===== src/rtl/burst_col_pkg.sv =====
package burst_col_pkg;
  localparam int COL_W  = 8;
  localparam int CODE_W = 3;

  typedef struct packed {
    logic [COL_W-1:0] mask;   // window size minus one
    logic             page;   // page-length burst
    logic             bad;    // reserved length code
  } len_cfg_t;

  // Translate a length code into a window mask.
  function automatic len_cfg_t decode_len(input logic [CODE_W-1:0] code);
    len_cfg_t c;
    c.mask = '0;
    c.page = 1'b0;
    c.bad  = 1'b0;
    if (code == {CODE_W{1'b1}}) begin
      c.mask = {COL_W{1'b1}};
      c.page = 1'b1;
    end else if (code[CODE_W-1] == 1'b0) begin
      c.mask = COL_W'((1 << code[1:0]) - 1);
    end else begin
      c.bad = 1'b1;
    end
    return c;
  endfunction

  // Column of a beat: window bits stepped or XORed, upper bits held.
  function automatic logic [COL_W-1:0] beat_col(input logic [COL_W-1:0] base,
                                                input logic [COL_W-1:0] idx,
                                                input logic [COL_W-1:0] mask,
                                                input logic             xor_order);
    logic [COL_W-1:0] low;
    if (xor_order) low = (base ^ idx) & mask;
    else           low = (base + idx) & mask;
    return (base & ~mask) | low;
  endfunction
endpackage


===== src/rtl/bc_len_decode.sv =====
module bc_len_decode
  import burst_col_pkg::*;
#(
  parameter int CW = COL_W
) (
  input  logic [CODE_W-1:0] len_code,
  input  logic              write,
  input  logic              single_wr,
  input  logic              interleave,
  output logic [CW-1:0]     mask,
  output logic              page,
  output logic              bad,
  output logic              xor_order
);
  len_cfg_t cfg;
  logic     one_shot;

  always_comb begin
    cfg      = decode_len(len_code);
    one_shot = write & single_wr;
    bad      = cfg.bad;
    if (one_shot) begin
      mask = '0;
      page = 1'b0;
    end else begin
      mask = CW'(cfg.mask);
      page = cfg.page;
    end
    xor_order = interleave & ~page;
  end
endmodule


===== src/rtl/bc_beat_ctrl.sv =====
module bc_beat_ctrl #(
  parameter int CW = 8
) (
  input  logic          clk,
  input  logic          rst_n,
  input  logic          cmd,
  input  logic [CW-1:0] col,
  input  logic [CW-1:0] mask_in,
  input  logic          page_in,
  input  logic          xor_in,
  input  logic          stop,
  output logic          active,
  output logic [CW-1:0] base_q,
  output logic [CW-1:0] idx_q,
  output logic [CW-1:0] mask_q,
  output logic          page_q,
  output logic          xor_q,
  output logic          final_beat,
  output logic          stop_hit,
  output logic          stop_bad
);
  assign final_beat = active & ~page_q & (idx_q == mask_q);
  assign stop_hit   = stop & ~cmd & active & page_q;
  assign stop_bad   = stop & ~cmd & active & ~page_q;

  always_ff @(posedge clk or negedge rst_n) begin
    if (!rst_n) begin
      active <= 1'b0;
      base_q <= '0;
      idx_q  <= '0;
      mask_q <= '0;
      page_q <= 1'b0;
      xor_q  <= 1'b0;
    end else if (cmd) begin
      active <= 1'b1;
      base_q <= col;
      idx_q  <= '0;
      mask_q <= mask_in;
      page_q <= page_in;
      xor_q  <= xor_in;
    end else if (stop_hit) begin
      active <= 1'b0;
    end else if (active) begin
      if (final_beat) active <= 1'b0;
      idx_q <= idx_q + 1'b1;
    end
  end
endmodule


===== src/rtl/bc_addr_form.sv =====
module bc_addr_form
  import burst_col_pkg::*;
#(
  parameter int CW = COL_W
) (
  input  logic          active,
  input  logic          final_beat,
  input  logic [CW-1:0] base,
  input  logic [CW-1:0] idx,
  input  logic [CW-1:0] mask,
  input  logic          xor_order,
  output logic [CW-1:0] col,
  output logic          valid,
  output logic          last
);
  always_comb begin
    col   = active ? CW'(beat_col(COL_W'(base), COL_W'(idx), COL_W'(mask), xor_order)) : '0;
    valid = active;
    last  = final_beat;
  end
endmodule


===== src/rtl/burst_col_gen.sv =====
module burst_col_gen
  import burst_col_pkg::*;
#(
  parameter int CW = COL_W
) (
  input  logic              clk,
  input  logic              rst_n,
  input  logic              cmd_i,
  input  logic              write_i,
  input  logic [CW-1:0]     col_i,
  input  logic [CODE_W-1:0] len_code_i,
  input  logic              interleave_i,
  input  logic              single_wr_i,
  input  logic              stop_i,
  output logic [CW-1:0]     col_o,
  output logic              beat_valid_o,
  output logic              last_o,
  output logic              stop_illegal_o,
  output logic              len_err_o
);
  logic [CW-1:0] dec_mask;
  logic          dec_page, dec_bad, dec_xor;
  logic          active;
  logic [CW-1:0] base_q, idx_q, mask_q;
  logic          page_q, xor_q;
  logic          final_beat, stop_hit, stop_bad;

  bc_len_decode #(.CW(CW)) u_dec (
    .len_code  (len_code_i),
    .write     (write_i),
    .single_wr (single_wr_i),
    .interleave(interleave_i),
    .mask      (dec_mask),
    .page      (dec_page),
    .bad       (dec_bad),
    .xor_order (dec_xor)
  );

  bc_beat_ctrl #(.CW(CW)) u_ctrl (
    .clk       (clk),
    .rst_n     (rst_n),
    .cmd       (cmd_i),
    .col       (col_i),
    .mask_in   (dec_mask),
    .page_in   (dec_page),
    .xor_in    (dec_xor),
    .stop      (stop_i),
    .active    (active),
    .base_q    (base_q),
    .idx_q     (idx_q),
    .mask_q    (mask_q),
    .page_q    (page_q),
    .xor_q     (xor_q),
    .final_beat(final_beat),
    .stop_hit  (stop_hit),
    .stop_bad  (stop_bad)
  );

  bc_addr_form #(.CW(CW)) u_form (
    .active    (active),
    .final_beat(final_beat),
    .base      (base_q),
    .idx       (idx_q),
    .mask      (mask_q),
    .xor_order (xor_q),
    .col       (col_o),
    .valid     (beat_valid_o),
    .last      (last_o)
  );

  always_ff @(posedge clk or negedge rst_n) begin
    if (!rst_n) begin
      stop_illegal_o <= 1'b0;
      len_err_o      <= 1'b0;
    end else begin
      stop_illegal_o <= stop_bad;
      len_err_o      <= cmd_i & dec_bad;
    end
  end
endmodule


===== config.mk =====
export PLATFORM = sky130hd
export DESIGN_NAME = burst_col_gen
export DESIGN_NICKNAME = d
export VERILOG_FILES = /design/src/rtl/burst_col_pkg.sv /design/src/rtl/bc_len_decode.sv /design/src/rtl/bc_beat_ctrl.sv /design/src/rtl/bc_addr_form.sv /design/src/rtl/burst_col_gen.sv
export SDC_FILE = /design/constraint.sdc
export NUM_CORES = 1
export LEC_CHECK = 0
export BUFFER_PORTS_ARGS = -buffer_cell sky130_fd_sc_hd__buf_4
export CELL_PAD_IN_SITES_DETAIL_PLACEMENT = 1
export CELL_PAD_IN_SITES_GLOBAL_PLACEMENT = 2
export CORE_MARGIN = 2
export CORE_UTILIZATION = 36
export CTS_BUF_LIST = sky130_fd_sc_hd__clkbuf_4
export CTS_CLUSTER_DIAMETER = 100
export DETAILED_ROUTE_END_ITERATION = 10
export PLACE_DENSITY = 0.83
export SYNTH_ARGS = -nofsm -noshare
export SYNTH_HDL_FRONTEND = slang
export SYNTH_SLANG_ARGS = --single-unit

===== constraint.sdc =====
create_clock -name clk -period 2.38 [get_ports clk]
set_clock_uncertainty 0.15 [all_clocks]
set_input_delay 0.238 -clock clk [delete_from_list [all_inputs] [get_ports clk]]
set_output_delay 0.238 -clock clk [all_outputs]
set_load 0.01 [all_outputs]

==> results of run 1 <==
## worst paths after layout
path / to / slack [ns] / depth (start not counted)
worst max register to register: u_ctrl.idx_q[5]$_DFFE_PN0P_ / 0.61 / 6
min in group asynchronous: len_err_o$_DFF_PN0_ / 0.18 / 2
worst max-delay path: col_o[5] / -0.28 / 6
worst min register to register: u_ctrl.mask_q[0]$_DFFE_PN0P_ / 0.47 / 2
worst min-delay path: u_ctrl.mask_q[0]$_DFFE_PN0P_ / 0.03 / 3
max in group asynchronous: u_ctrl.idx_q[3]$_DFFE_PN0P_ / 1.59 / 2
## kinds of logic (layout without fill, tap and decap cells)
group	Yosys count	in the layout	share of synthesized area [%]
flops	28	28	39.7
fa+ha+maj	11	11	8.22
compound gates	40	40	15.5
simple gates	54	54	15.6
mux	13	13	8.01
xor+xnor	17	17	8.43
buf+inv	18	76	4.54
## power groups by stage
stage / Sequential, mW / Combinational (mW) / Clock, mW
floorplan: 0.579 / 0.303 / 0
global placement: 0.577 / 0.501 / 0
detailed placement: 0.580 / 0.527 / 0
CTS: 0.580 / 0.613 / 0.233
global route: 0.591 / 0.716 / 0.239
finish: 0.584 / 0.660 / 0.216
## per-layer routing
metal / track usage [%] / up-vias / part of all wire [%]
met2: 35.4 / 36 / 50
li1: - / 764 / -
met1: 27.1 / 836 / 45
met4: 8.89 / 0 / 1.7
met3: 2.98 / 9 / 3.1
met5: 0 / - / 0
## placed cells by master, fill, tap and decap left out, drive strengths merged, types with 3 or more instances in the layout
cell type | synthesis | layout
buf | 3 | 49
dfrtp | 28 | 28
nor2 | 17 | 17
dlygate4sd3 | 0 | 11
inv | 11 | 11
a21oi | 11 | 11
xor2 | 10 | 10
ha | 10 | 10
mux2 | 9 | 9
nand2 | 8 | 8
nand3 | 8 | 8
xnor2 | 7 | 7
o21ai | 6 | 6
a211oi | 6 | 6
o22ai | 5 | 5
mux2i | 4 | 4
nand4 | 4 | 4
nor2b | 4 | 4
clkbuf | 3 | 3
## state kept, by name (all words and copies together) (netlist names)
name	flops
len_err_o	1
stop_illegal_o	1
u_ctrl.active	1
u_ctrl.base_q	8
u_ctrl.idx_q	8
u_ctrl.mask_q	7
u_ctrl.page_q	1
u_ctrl.xor_q	1
## metrics by stage
| stage | setup TNS, ns | utilization [%] | setup slack, ns | instances | hold slack, ns |
|---|---|---|---|---|---|
| 5_1_grt | -1.22 | 53.1 | -0.364 | 306 | 0.0541 |
| 6_report | -0.712 | 53.1 | -0.283 | 306 | 0.0257 |
| 4_1_cts | -0.586 | 51.5 | -0.224 | 305 | 0.0205 |
| 3_3_place_gp | 0 | 44.7 | 0.0471 | 281 | 0.0303 |
| 3_5_place_dp | -0.0458 | 44.7 | -0.0458 | 281 | 0.0390 |
| 2_1_floorplan | 0 | - | 0.196 | 181 | -0.208 |
## cell type report
cell class / count / area [um2]
Tap cell: 67 / 83.8
Clock inverter: 1 / 3.75
Sequential cell: 28 / 702
Inverter: 12 / 47.5
Timing Repair Buffer: 60 / 489
Multi-Input combinational cell: 135 / 1160
Fill cell: 522 / 2210
Clock buffer: 3 / 22.5
## worst max-delay path, cell delays in order, from the launching register on
cell and delay, ns:
dfrtp_1 0.45, ha_4 0.31, o211ai_1 0.13, o21a_1 0.25
or3_1 0.33, a311oi_2 0.27, buf_4 0.17
## what timing repair did
action                                 4_1_cts  5_1_grt
gates cloned                                 0        0
resized for setup                           17       14
hold buffers                                11        0
pin swaps                                   14       12
setup endpoints to repair                    6        7
setup buffers                                9        2
endpoints found under the hold margin       38        0
==> flow_metrics.env, run 1 <==
export IMPL_syn_cell_area_um2=1770
export IMPL_cts_made_buffers=3
export IMPL_drc=0
export IMPL_num_vias=1645
export IMPL_synth_most_common_cell="dfrtp_1"
export IMPL_arrival_ns=2.27
export IMPL_hp_start="len_code_i[1]"
export IMPL_relSlewSlack_pct=74.4
export IMPL_setup_ws_ns=-0.283
export IMPL_endpoint_kind="output pin"
export IMPL_numPortBuffers=29
export IMPL_grt_max_degree=33
export IMPL_violations="setup timing"
export IMPL_yosysSeqAreaShare_pct=39.7
export IMPL_fp_row_count=25
export IMPL_yosysWarnings=0
export IMPL_timing_rr_start="u_ctrl.active$_DFF_PN0_"
export IMPL_dpl_instance_area_um2=2110
export IMPL_dr_first_iter_drc_count=61
export IMPL_grt_ovfl_total=0
export IMPL_drive_above_1_share_pct=37.2
export IMPL_synthCells=181
export IMPL_insertedDiodeCount=0
export IMPL_post_route_period_util_pct=112
export IMPL_dr_pass1_iters=4
export IMPL_synthTopCellsByArea="dfrtp_1 (40%), ha_1 (7.1%), mux2_2 (5.7%)"
export IMPL_gp_congestion=0.874
export IMPL_startpoint="u_ctrl.idx_q[4]$_DFFE_PN0P_"
export IMPL_fmax_mhz=376
export IMPL_cts_sinks=28
export IMPL_synth_top_area_cell="dfrtp_1"
export IMPL_finalInstanceArea_um2=2510
export IMPL_slew_viol_final=0
export IMPL_p_per_area_nw_per_um2=582
export IMPL_clk_pin_slew_ns=0.16
export IMPL_cts_tree="yes"
export IMPL_crit_fanout=4
export IMPL_antenna_left=0
export IMPL_tightest_slew_ns=0.384
export IMPL_clockBufferDepth=2
export IMPL_rsz0062_at_grt="yes"
export IMPL_ys_top_cells_by_count="dfrtp_1 (28), nor2_1 (17), a21oi_1 (11)"
export IMPL_cts_htree_levels=1
export IMPL_p_leak_nw=1.12
export IMPL_start_util_pct=37.4
export IMPL_synth_edf_count=0
export IMPL_routedWlPerCell_um=18.0
export IMPL_viasPerCell=5.38
export IMPL_finalSetupViolCount=4
export IMPL_track_usage_pct=21.1
export IMPL_path_class="register to output pin"
export IMPL_wirelength_mm=5.51
export IMPL_cts_root_buffer="clkbuf_4"
export IMPL_power_internal_mw=0.927
export IMPL_holdCritPathClass="primary input to register"
export IMPL_switching_share_pct=36.5
export IMPL_grt_pass1_vias=1770
export IMPL_pin_count=30
export IMPL_ys_ff_latch=28
export IMPL_pwr_share_seq_pct=40.0
export IMPL_core_area_um2=4720
export IMPL_antenna_found_initial=0
export IMPL_power_switching_mw=0.533
export IMPL_vdd_ir_drop_max_uv=230
export IMPL_die_width_um=74.0
export IMPL_critPathLaunchType="register"
export IMPL_synth_ff_type="dfrtp_1"
export IMPL_status="finished, violations left"
export IMPL_syn_to_final_growth_pct=42.1
export IMPL_netlist_cell_type_count=43
export IMPL_power_frac_comb_pct=45.2
export IMPL_die_height_um=74.0
export IMPL_synth_top_area_share_pct=39.7
export IMPL_layout_nets=269
export IMPL_finalCriticalPeriod_ns=2.66
export IMPL_totalPowerFinal_mw=1.46
export IMPL_clock_latency_ns=0.35
export IMPL_worst_endpoint_required_ns=1.99
export IMPL_drv_cap=0
export IMPL_die_area_um2=5480
export IMPL_async_flop_share_pct=100
export IMPL_hpwl_mm=3.64
export IMPL_synth_area_per_cell_um2=9.75
export IMPL_clkPwrFrac_pct=14.8
export IMPL_hold_violations=0
export IMPL_grt_pass1_wl_mm=8.78
export IMPL_synth_nets=210
No activity file was read; power rests on OpenSTA's default activity.
==> run 2: changes to the inputs <==
--- a/config.mk
+++ b/config.mk
@@ -9,11 +9,11 @@
 export CELL_PAD_IN_SITES_DETAIL_PLACEMENT = 1
 export CELL_PAD_IN_SITES_GLOBAL_PLACEMENT = 2
 export CORE_MARGIN = 2
-export CORE_UTILIZATION = 36
+export CORE_UTILIZATION = 33
 export CTS_BUF_LIST = sky130_fd_sc_hd__clkbuf_4
 export CTS_CLUSTER_DIAMETER = 100
 export DETAILED_ROUTE_END_ITERATION = 10
-export PLACE_DENSITY = 0.83
+export PLACE_DENSITY = 0.81
 export SYNTH_ARGS = -nofsm -noshare
 export SYNTH_HDL_FRONTEND = slang
 export SYNTH_SLANG_ARGS = --single-unit
==> constraint.sdc (replaced) <==
create_clock -name clk -period 2.25 [get_ports clk]
set_clock_uncertainty 0.15 [all_clocks]
set_input_delay 0.225 -clock clk [delete_from_list [all_inputs] [get_ports clk]]
set_output_delay 0.225 -clock clk [all_outputs]
set_load 0.01 [all_outputs]
==> run 2 against run 1 <==
Effect of this change: the run ends with hold timing, setup timing left; clock-buffer cell count stayed put; highest routed layer unchanged; largest cell class unchanged; sequential share of layout area shrank 0.73 points; register-to-register slack lost 0.11 ns; flip-flop and latch count unchanged; final cell count rose by 2.6%; clock power up 67%.
==> flow_metrics.env, run 2 (synthesized netlist as in run 1, its figures left out) <==
export IMPL_status="finished, violations left"
export IMPL_violations="hold timing, setup timing"
export IMPL_antenna_found_initial=0
export IMPL_n_fill_cell=594
export IMPL_grt_pass1_wl_mm=8.12
export IMPL_switching_share_pct=34.0
export IMPL_top_layer_used="met4"
export IMPL_layout_nets=274
export IMPL_setup_tns_ns=-1.34
export IMPL_grt_pass1_vias=1669
export IMPL_gp_congestion=0.816
export IMPL_hpwl_mm=3.59
export IMPL_clkPwrFrac_pct=21.5
export IMPL_min_to="u_ctrl.mask_q[0]$_DFFE_PN0P_"
export IMPL_post_route_period_util_pct=115
export IMPL_core_area_um2=5140
export IMPL_die_height_um=77.1
export IMPL_wirelength_mm=5.08
export IMPL_drt_met1_wl_mm=2.38
export IMPL_antenna_left=0
export IMPL_ff2ff_path_depth=6
export IMPL_relSlewSlack_pct=67.1
export IMPL_hold_violations=2
export IMPL_final_cells=314
export IMPL_power_internal_mw=1.11
export IMPL_finalSetupViolCount=7
export IMPL_timing_hold_ws_ns=-0.00434
export IMPL_r2r_slack_ns=0.50
export IMPL_clk_pin_slew_ns=0.17
export IMPL_drive_above_1_share_pct=39.3
export IMPL_cts_htree_levels=1
export IMPL_cts_root_buffer="clkbuf_4"
export IMPL_viasPerCell=5.06
export IMPL_drc=0
export IMPL_timing_rr_start="u_ctrl.active$_DFF_PN0_"
export IMPL_cts_sinks=28
export IMPL_cts_tree="yes"
export IMPL_num_vias=1589
export IMPL_grt_max_degree=29
export IMPL_dr_pass1_iters=6
export IMPL_final_common_cell="buf_4"
export IMPL_grt_ovfl_total=0
export IMPL_met2_length_mm=2.46
export IMPL_finalCriticalPeriod_ns=2.58
export IMPL_pin_count=30
export IMPL_track_usage_pct=17.1
export IMPL_pwr_share_seq_pct=37.1
export IMPL_slowest_delay_ns=0.48
export IMPL_hp_start="len_code_i[1]"
export IMPL_setup_ws_ns=-0.326
export IMPL_p_per_area_nw_per_um2=650
export IMPL_routedWlPerCell_um=16.2
export IMPL_fp_row_count=26
export IMPL_worstPathCellList="ha_4 -> o211ai_1 -> o21a_2 -> or3_1 -> a311oi_2 -> buf_4"
export IMPL_dpl_instance_area_um2=2200
export IMPL_cts_made_buffers=3
export IMPL_insertedDiodeCount=0
export IMPL_path_class="register to output pin"
export IMPL_fmax_mhz=388
export IMPL_dr_first_iter_drc_count=31
export IMPL_die_width_um=77.1
export IMPL_drv_cap=0
export IMPL_critPathLaunchType="register"
export IMPL_hold_depth=3
export IMPL_syn_to_final_growth_pct=45.9
export IMPL_cp_num_buf_inv=1
export IMPL_endpoint_kind="output pin"
export IMPL_slowest_stage="dfrtp_2"
export IMPL_reg_top3="u_ctrl.base_q: 8 flops, u_ctrl.idx_q: 8 flops, u_ctrl.mask_q: 7 flops"
export IMPL_dp_cells=295
export IMPL_start_util_pct=34.3
export IMPL_r2r_end="u_ctrl.idx_q[5]$_DFFE_PN0P_"
export IMPL_die_area_um2=5950
export IMPL_power_switching_mw=0.569
export IMPL_clockBufferDepth=2
export IMPL_fin_util_pct=50.1
export IMPL_crit_family="compound AO/OA/AOI/OAI gates"
export IMPL_crit_fanout=4
export IMPL_worst_endpoint_required_ns=1.88
export IMPL_clock_latency_ns=0.36
export IMPL_slew_viol_final=0
export IMPL_vdd_ir_drop_max_uv=279
export IMPL_p_leak_nw=1.15
export IMPL_power_frac_comb_pct=41.4
export IMPL_arrival_ns=2.20
export IMPL_tightest_slew_ns=0.493
export IMPL_routed_wl_met3_um=138
export IMPL_numPortBuffers=29
export IMPL_final_cell_mix="buf_4 (50), dfrtp_1 (27), nor2_1 (17)"
export IMPL_holdCritPathClass="primary input to register"
export IMPL_finalInstanceArea_um2=2580
export IMPL_rsz0062_at_grt="yes"
-- run 2: cell types whose count changed in the layout (fill, tap and decap cells not counted), sizes merged --
cell    change
bufinv      +1
clkinv      -1
buf         +5
-- run 2: how the worst max path moves through the flow --
stage,startpoint,end,slack (ns),cells after the start
final,u_ctrl.idx_q[4]$_DFFE_PN0P_,col_o[5],-0.33,6
after global routing,u_ctrl.idx_q[4]$_DFFE_PN0P_,col_o[5],-0.43,6
after CTS,u_ctrl.base_q[3]$_DFFE_PN0P_,col_o[5],-0.30,6
after detailed placement,u_ctrl.base_q[1]$_DFFE_PN0P_,col_o[7],-0.07,7
after global placement,u_ctrl.base_q[1]$_DFFE_PN0P_,col_o[7],-0.05,7
after floorplan,u_ctrl.idx_q[3]$_DFFE_PN0P_,col_o[5],0.08,5
-- run 2: tightest hold or removal path: stages --
cell	delay, ns
buf_4	0.09
nor2_1	0.04
o22ai_1	0.11
-- run 2: per-stage QoR --
stage                     total power [mW]  hold slack, ns  setup slack, ns
after CTS                             1.65        0.000494           -0.304
final                                 1.68        -0.00434           -0.326
after global placement                1.18          0.0275          -0.0457
after floorplan                      0.932          -0.221           0.0791
after detailed placement              1.20          0.0294          -0.0684
after global routing                  1.77          0.0252           -0.427
-- run 2: final cells by class --
type / count / area [um2] / area share [%]
repair buffers: 65 / 531 / 20.6
clock buffers: 3 / 22.5 / 0.874
clock inverters: 1 / 30.0 / 1.17
multi-input cells: 135 / 1160 / 44.9
flip-flops and latches: 28 / 702 / 27.2
inverters: 12 / 47.5 / 1.85
well taps: 70 / 87.6 / 3.40
-- run 2: layer usage --
metal	vias up	global-route usage, %
li1	775	-
met1	780	22.6
met2	25	28.6
met3	9	2.47
met4	0	5.71
met5	-	0
-- run 2: what timing repair did --
item / CTS / global route
resized for setup: 19 / 13
buffers inserted: 4 / 1
pin swaps: 19 / 10
hold buffers: 11 / 0
endpoints found under the hold margin: 39 / 0
endpoints found under the setup margin: 8 / 8
-- run 2: power groups by stage --
stage	logic [mW]	registers [mW]	clock network, mW
detailed placement	0.581	0.616	0
global route	0.760	0.630	0.381
global placement	0.565	0.613	0
finish	0.694	0.622	0.360
CTS	0.666	0.619	0.361
floorplan	0.320	0.612	0
